## src/rtl/sacc_pkg.sv

```systemverilog
package sacc_pkg;

  typedef enum logic [1:0] {
    ST_IDLE  = 2'd0,
    ST_ARMED = 2'd1,
    ST_LOAD  = 2'd2,
    ST_SHIFT = 2'd3
  } sacc_state_e;

  typedef struct packed {
    logic load;
    logic clear_acc;
    logic shift;
  } sacc_ctl_t;

endpackage

```

## src/rtl/sacc_fa.sv

```systemverilog
module sacc_fa (
  input  logic a,
  input  logic b,
  input  logic ci,
  output logic s,
  output logic co
);
  always_comb begin
    s  = a ^ b ^ ci;
    co = (a & b) | (ci & (a ^ b));
  end
endmodule

```

## src/rtl/sacc_ctrl.sv

```systemverilog
module sacc_ctrl
  import sacc_pkg::*;
#(
  parameter int WIDTH = 8
) (
  input  logic      clk,
  input  logic      reset,
  input  logic      start,
  input  logic      zero_acc,
  output sacc_ctl_t ctl,
  output logic      busy
);
  localparam int CW = (WIDTH > 1) ? $clog2(WIDTH) : 1;
  localparam logic [CW-1:0] LAST = CW'(WIDTH - 1);

  sacc_state_e state;
  logic [CW-1:0] step;

  // Falling-edge sequencing: outputs settle before the datapath's rising edge.
  always_ff @(negedge clk) begin
    if (reset) begin
      state <= ST_IDLE;
      step  <= '0;
    end else begin
      case (state)
        ST_IDLE:  if (start) state <= ST_ARMED;
        ST_ARMED: if (!start) state <= ST_LOAD;
        ST_LOAD: begin
          state <= ST_SHIFT;
          step  <= '0;
        end
        ST_SHIFT: begin
          if (step == LAST) state <= ST_IDLE;
          else              step  <= step + 1'b1;
        end
        default: state <= ST_IDLE;
      endcase
    end
  end

  always_comb begin
    ctl.load      = (state == ST_LOAD);
    ctl.clear_acc = (state == ST_LOAD) && zero_acc;
    ctl.shift     = (state == ST_SHIFT);
    busy          = (state == ST_LOAD) || (state == ST_SHIFT);
  end
endmodule

```

## src/rtl/sacc_datapath.sv

```systemverilog
module sacc_datapath
  import sacc_pkg::*;
#(
  parameter int WIDTH = 8
) (
  input  logic             clk,
  input  logic             reset,
  input  sacc_ctl_t        ctl,
  input  logic [WIDTH-1:0] operand_b,
  output logic [WIDTH-1:0] acc_q,
  output logic             sum_bit
);
  logic [WIDTH-1:0] acc_r;
  logic [WIDTH-1:0] opb_r;
  logic             carry_r;
  logic             fa_s;
  logic             fa_co;

  sacc_fa u_fa (
    .a  (acc_r[0]),
    .b  (opb_r[0]),
    .ci (carry_r),
    .s  (fa_s),
    .co (fa_co)
  );

  always_ff @(posedge clk) begin
    if (reset) begin
      acc_r   <= '0;
      opb_r   <= '0;
      carry_r <= 1'b0;
    end else if (ctl.load) begin
      opb_r   <= operand_b;
      carry_r <= 1'b0;
      if (ctl.clear_acc) acc_r <= '0;
    end else if (ctl.shift) begin
      acc_r   <= {fa_s, acc_r[WIDTH-1:1]};
      opb_r   <= {1'b0, opb_r[WIDTH-1:1]};
      carry_r <= fa_co;
    end
  end

  assign acc_q   = acc_r;
  assign sum_bit = fa_s;
endmodule

```

## src/rtl/serial_accum_adder.sv

```systemverilog
module serial_accum_adder
  import sacc_pkg::*;
#(
  parameter int WIDTH = 8
) (
  input  logic             clk,
  input  logic             reset,
  input  logic             start,
  input  logic             zero_acc,
  input  logic [WIDTH-1:0] operand_b,
  output logic [WIDTH-1:0] acc_q,
  output logic             sum_bit,
  output logic             busy
);
  sacc_ctl_t ctl_bus;

  sacc_ctrl #(.WIDTH(WIDTH)) u_ctrl (
    .clk      (clk),
    .reset    (reset),
    .start    (start),
    .zero_acc (zero_acc),
    .ctl      (ctl_bus),
    .busy     (busy)
  );

  sacc_datapath #(.WIDTH(WIDTH)) u_dp (
    .clk       (clk),
    .reset     (reset),
    .ctl       (ctl_bus),
    .operand_b (operand_b),
    .acc_q     (acc_q),
    .sum_bit   (sum_bit)
  );
endmodule

```

## config.mk

```make
export PLATFORM = sky130hd
export DESIGN_NAME = serial_accum_adder
export DESIGN_NICKNAME = d
export VERILOG_FILES = /design/src/rtl/sacc_pkg.sv /design/src/rtl/sacc_fa.sv /design/src/rtl/sacc_ctrl.sv /design/src/rtl/sacc_datapath.sv /design/src/rtl/serial_accum_adder.sv
export SDC_FILE = /design/constraint.sdc
export NUM_CORES = 1
export LEC_CHECK = 0
export BUFFER_PORTS_ARGS = -buffer_cell sky130_fd_sc_hd__buf_2
export CORE_MARGIN = 8
export CORE_UTILIZATION = 34
export CTS_BUF_LIST = sky130_fd_sc_hd__clkbuf_16
export DETAILED_ROUTE_END_ITERATION = 10
export SLEW_MARGIN = 20
export SYNTH_ARGS = -nofsm -noshare
export SYNTH_HDL_FRONTEND = slang
export SYNTH_SLANG_ARGS = --single-unit
export TNS_END_PERCENT = 30
```

## constraint.sdc

```tcl
create_clock -name clk -period 1.4 [get_ports clk]
set_input_delay 0.14 -clock clk [delete_from_list [all_inputs] [get_ports clk]]
set_output_delay 0.14 -clock clk [all_outputs]
set_load 0.02 [all_outputs]
```

==> qor.csv, run 1 <==
metric;value;unit
status;complete, but fails checks;
failing checks;negative setup slack;
Top-Level Pins;22;
asr flop ratio synth;0;%
Root Driver;clkbuf_16;
Cell Rows;20;
xor/xnor share of the synthesized area;0.8121;%
Initial Util;35.62;%
Antenna Cells;0;
critical path's largest stage delay;0.37;ns
drt via density;4.764;
CTS tree;built;
Mapped Area;1079;um^2
vias in the first global route;956;
RSZ-0062 raised after global routing;true;
top_reg_cell synth;dfxtp_1;
DRC;0;
full die area;5230;um^2
remaining antenna violation count;0;
Data required, critical path;1.26;ns
first-pass GRT wire length;4.291;mm
Post-Route Skew;0.07668;ns
cts bufs inserted;3;
hold path start;operand_b[2];
multiplexer area fraction after synthesis;19.95;%
register area share after synthesis;40.84;%
1st-iter DRT viols;11;
Clock Latency Late Sink;0.33;ns
final setup fails;21;
CP Cell Sequence;inv_4 -> ha_4 -> or2_4 -> buf_6;
PD cells;1509;nW/um^2
Post-synth EDFFs;0;
Synth cell types;26;
syn avg cell area;10.08;um^2
Post-Synth Simple-Gate Area;14.27;%
RD Place Congestion;0.8091;
delay-heaviest family, CP;flip-flops;
CTS Sinks;22;
GRT overflow;0;
Synth Instances;107;
Adder-Cell Fraction of Synth Area;8.817;%
commonest non-fill, non-tap cell in the layout;nor2_1;
port bufs;21;
Worst-path clk slew;0.06;ns
CP arrival;1.99;ns
crit path kind;flip-flop to output pin;
Crit-path slowest cell;dfxtp_4;
placed insts;177;
warnings from Yosys;0;
Layout area overhead;51.74;%
H-tree levels;1;
Synth Register Bits;22;
total number of vias;910;
Non-Filler Instances;191;
maximum VDD drop;961.2;uV
final wirelength;2.570;mm
r2r worst-path depth;5;
Synth Area in Compound Gates;9.977;%
launch point of the worst reg-to-reg path;u_ctrl.state[1];
initial antenna violation count;0;
WHS Endpoint;u_dp.opb_r[2];
Core Region;3028;um^2
Slew Limit Fails;0;
Startpoint Class;flip-flop;
pin count of the biggest net entering global routing;15;
Worst R2R Setup Slack;-0.68;ns
Critical Path End Type;output pin;
max cap viols;0;
CP max FO;4;
commonest cells after routing, fill and taps aside;nor2_1, buf_2, dfxtp_1, buf_4;
worst r2r dst;u_dp.acc_q[5];
fraction of layout cells with a size suffix above 1;51.70;%
Slew Limit Headroom;78.08;%
worst-margin pin slew;0.3281;ns
Hold WC Path Type;primary input to flip-flop;
router iterations before antenna repair;2;
Tot GR Track Use;10.32;%
post-route setup slack;-0.7290;ns
WHS Path Cells;3;
pre-CTS setup slack;-0.7061;ns
drt wl/cell;13.46;um
dpl hpwl;1.714;mm
setup TNS;-11.71;ns
Lkg Pwr;0.7024;nW
Chip Width;72.32;um
clk buf depth;2;
combinational family with the most area after synthesis;multiplexers;
Mapped Nets;126;
worst path bufs/invs;2;
Hold Fails Final Rpt;0;
Die Y;72.32;um
fin nets;167;
==> synthesized netlist by cell type (3+ instances only) <==
master	number	area share, %
nor2_1	20	7.0
inv_1	3	1.0
nor3b_1	3	2.1
a22oi_1	6	4.2
dfxtp_1	22	41
ha_1	6	7.0
a21oi_1	4	1.9
mux2_1	8	8.4
mux2i_1	11	10
buf_4	3	2.1
==> cells by family after synthesis <==
kind of cell    Yosys count
simple gates             32
flops                    22
mux                      20
compound gates           15
buf+inv                  10
fa+ha+maj                 7
xor+xnor                  1
==> where the power goes <==
part,switching [W],internal (W)
Combinational,0.000444,0.000580
Sequential,0.0000724,0.000718
Clock,0.000256,0.000400
Total,0.000772,0.00170
==> layer usage <==
metal | track usage, % | wire length, um | part of all wire (%) | vias up
li1 | - | - | - | 454
met1 | 10.21 | 1018 | 40 | 434
met2 | 19.26 | 1406 | 55 | 16
met3 | 3.306 | 99 | 3.9 | 6
met4 | 4.082 | 45 | 1.8 | 0
met5 | 0 | 0 | 0 | -
==> metrics by stage <==
stage	cell area, um^2	hold WS, ns	util [%]	total power [W]
after global routing	1637	0.1316	54.05	0.002624
after CTS	1556	0.1167	51.41	0.002377
final	1637	0.1175	54.05	0.002470
after detailed placement	1290	0.3812	42.60	0.001451
after floorplan	1094	0.2847	-	0.001277
after global placement	1290	0.3731	42.60	0.001421
==> tightest hold or removal path, stage by stage <==
cell and delay, ns:
buf_2 0.07, mux2i_1 0.05, nor2_1 0.07
==> timing repair <==
action | 4_1_cts | 5_1_grt
hold buffers | 0 | 0
setup buffers | 6 | 0
endpoints found under the setup margin | 22 | 22
pin swaps | 12 | 6
gates resized for setup | 29 | 17
==> final cells by class <==
type / instances / area, um^2
Fill cell: 261 / 1391
Multi-Input combinational cell: 75 / 748.2
Sequential cell: 22 / 449.2
Timing Repair Buffer: 39 / 276.5
Clock buffer: 3 / 75.07
Tap cell: 44 / 55.05
Clock inverter: 6 / 22.52
Inverter: 2 / 10.01
==> registers in the layout (all words and copies together) (netlist names) <==
| signal | cells |
|---|---|
| u_ctrl.state | 2 |
| u_dp.acc_q | 8 |
| u_ctrl.step | 3 |
| u_dp.carry_r | 1 |
| u_dp.opb_r | 8 |
==> worst max-delay path by stage <==
stage,slack [ns],to,from,cells after the start
floorplan,-0.58,u_dp.acc_q[7],u_ctrl.state[0],6
global placement,-0.68,u_dp.opb_r[6],u_ctrl.state[0],4
detailed placement,-0.71,u_dp.acc_q[1],u_ctrl.state[0],5
CTS,-0.71,busy,u_ctrl.state[0],4
global route,-0.78,busy,u_ctrl.state[0],4
finish,-0.73,busy,u_ctrl.state[0],4
Power figures use the tool's default switching activity.
==> run 2, diff against run 1 <==
--- a/config.mk
+++ b/config.mk
@@ -10,6 +10,8 @@
 export CORE_UTILIZATION = 34
 export CTS_BUF_LIST = sky130_fd_sc_hd__clkbuf_16
 export DETAILED_ROUTE_END_ITERATION = 10
+export PLACE_DENSITY_LB_ADDON = 0.3
+export REMOVE_ABC_BUFFERS = 1
 export SLEW_MARGIN = 20
 export SYNTH_ARGS = -nofsm -noshare
 export SYNTH_HDL_FRONTEND = slang
==> run 2 against run 1 <==
  * The run still ends with negative setup slack left
  * Setup slack lost 0.079 ns
  * Sequential power shrank 0.9%
  * Critical path depth grew 1
  * Critical path type unchanged
==> qor.csv, run 2 (synthesis results as in run 1) <==
metric;value;unit;change
first-pass GRT wire length;4.215;mm;-1.8%
full die area;5230;um^2;unchanged
Root Driver;clkbuf_16;;
Cell Rows;20;;unchanged
crit path from;u_ctrl.state[0];;
Pwr Total;0.002490;W;+0.80%
fin nets;168;;+0.60%
remaining antenna violation count;0;;unchanged
total number of vias;905;;-0.55%
CTS tree;built;;
Slew Limit Headroom;78.87;%;+0.78 points
Worst-path clk slew;0.06;ns;about the same
Lkg Pwr;0.7013;nW;-0.17%
Internal Pwr Total;0.001712;W;+0.84%
Hold Fails Final Rpt;0;;unchanged
worst r2r dst;u_dp.opb_r[0];;
Chip Width;72.32;um;unchanged
Antenna Cells;0;;unchanged
Reg power frac;31.5;%;-0.5 points
vias in the first global route;946;;-1.0%
Worst R2R Setup Slack;-0.78;ns;-0.10 ns
RD Place Congestion;0.7206;;-11%
Net Switching;0.0007777;W;+0.70%
CP arrival;2.07;ns;+0.08 ns
router iterations before antenna repair;4;;+2
port bufs;21;;unchanged
initial antenna violation count;0;;unchanged
max cap viols;0;;unchanged
Data required, critical path;1.26;ns;about the same
H-tree levels;1;;unchanged
Die Y;72.32;um;unchanged
PD cells;1522;nW/um^2;+0.80%
GRT overflow;0;;unchanged
dpl hpwl;1.789;mm;+4.4%
Core Region;3028;um^2;unchanged
commonest cells after routing, fill and taps aside;nor2_1, buf_2, dfxtp_1, buf_4, mux2i_1;;
status;complete, but fails checks;;
maximum VDD drop;848.1;uV;-12%
critical path endpoint;busy;;
post-route setup slack;-0.8082;ns;-0.07921 ns
Initial Util;35.62;%;unchanged
final setup fails;21;;unchanged
Logic pwr share;42.0;%;+0.6 points
pre-CTS setup slack;-0.7442;ns;-0.03811 ns
fraction of layout cells with a size suffix above 1;49.32;%;-2.4 points
pin count of the biggest net entering global routing;21;;+6
worst-margin pin slew;0.3104;ns;-0.01773 ns
hold path start;operand_b[4];;
RSZ-0062 raised after global routing;true;;
drt via density;4.714;;-1.1%
CTS Sinks;22;;unchanged
Critical Path End Type;output pin;;
Layout area overhead;51.74;%;unchanged
clk buf depth;2;;unchanged
commonest non-fill, non-tap cell in the layout;nor2_1;;
crit path kind;flip-flop to output pin;;
Slew Limit Fails;0;;unchanged
sw frac;31.23;%;about the same
Tot GR Track Use;9.943;%;-0.37 points
launch point of the worst reg-to-reg path;u_ctrl.state[1];;
drt wl/cell;13.30;um;-1.1%
Startpoint Class;flip-flop;;
Top-Level Pins;22;;unchanged
Post-Route Skew;0.08858;ns;+0.01190 ns
failing checks;negative setup slack;;
final wirelength;2.554;mm;-0.62%
r2r worst-path depth;6;;+1
cts bufs inserted;3;;unchanged
Clock power frac;26.6;%;about the same
Clock Latency Late Sink;0.34;ns;about the same
CP max FO;3;;-1
1st-iter DRT viols;26;;+15
Hold WC Path Type;primary input to flip-flop;;
DRC;0;;unchanged
[run 2: cell types whose count changed in the layout (fill, tap and decap cells not counted), sizes merged]
cell,previous run,this run
inv,8,7
buf,39,40
clkinv,0,1
[run 2: worst min path at each step]
stage                    end  slack (ns)  depth (start not counted)
2_1_floorplan  u_dp.acc_q[0]        0.21                          1
3_3_place_gp   u_dp.opb_r[0]        0.38                          3
3_5_place_dp   u_dp.opb_r[4]        0.39                          3
4_1_cts        u_dp.opb_r[4]        0.12                          3
5_1_grt        u_dp.opb_r[4]        0.14                          3
6_report       u_dp.opb_r[4]        0.12                          3
[run 2: layout make-up]
class                      instances  area (um^2)
clock buffer                       3        75.07
sequential                        22        450.4
clock inverter                     6        23.77
inverter                           2        10.01
fill                             284         1391
timing repair buffer              40        300.3
tap                               44        55.05
multi-input combinational         75        721.9
[run 2: critical path, cell delays in order (launching register included)]
cell	delay, ns
dfxtp_4	0.37
inv_4	0.04
ha_4	0.15
buf_6	0.11
or2_4	0.24
buf_6	0.13
[run 2: metal layers]
metal	share of wire, %	track usage, %	vias to the layer above	wire length [um]
met2	51	16.85	19	1308
met3	4.0	3.030	5	103
met5	0	0	-	0
li1	-	-	452	-
met4	1.2	2.041	0	31
met1	43	11.95	429	1109
[run 2: per-stage QoR]
step / utilization [%] / std cells / hold WS (ns) / area, um^2 / TNS, ns
2_1_floorplan: - / 100 / 0.2124 / 1032 / -15.50
3_3_place_gp: 43.51 / 180 / 0.3752 / 1318 / -11.97
3_5_place_dp: 43.51 / 180 / 0.3862 / 1318 / -12.72
4_1_cts: 49.59 / 190 / 0.1221 / 1501 / -12.76
5_1_grt: 54.05 / 192 / 0.1364 / 1637 / -14.28
6_report: 54.05 / 192 / 0.1209 / 1637 / -12.99
[run 2: power groups by stage]
stage	registers (W)	clock network (W)	logic [W]
after floorplan	0.000748	0.0000266	0.000444
after global placement	0.000753	0.0000266	0.000725
after detailed placement	0.000758	0.0000266	0.000758
after CTS	0.000778	0.000674	0.000892
after global routing	0.000794	0.000728	0.00113
final	0.000784	0.000662	0.00104
[run 2: timing repair]
item,CTS,global route
hold buffers,0,0
setup endpoints to repair,22,24
buffers inserted,2,2
pin swaps,7,4
resized for setup,21,25
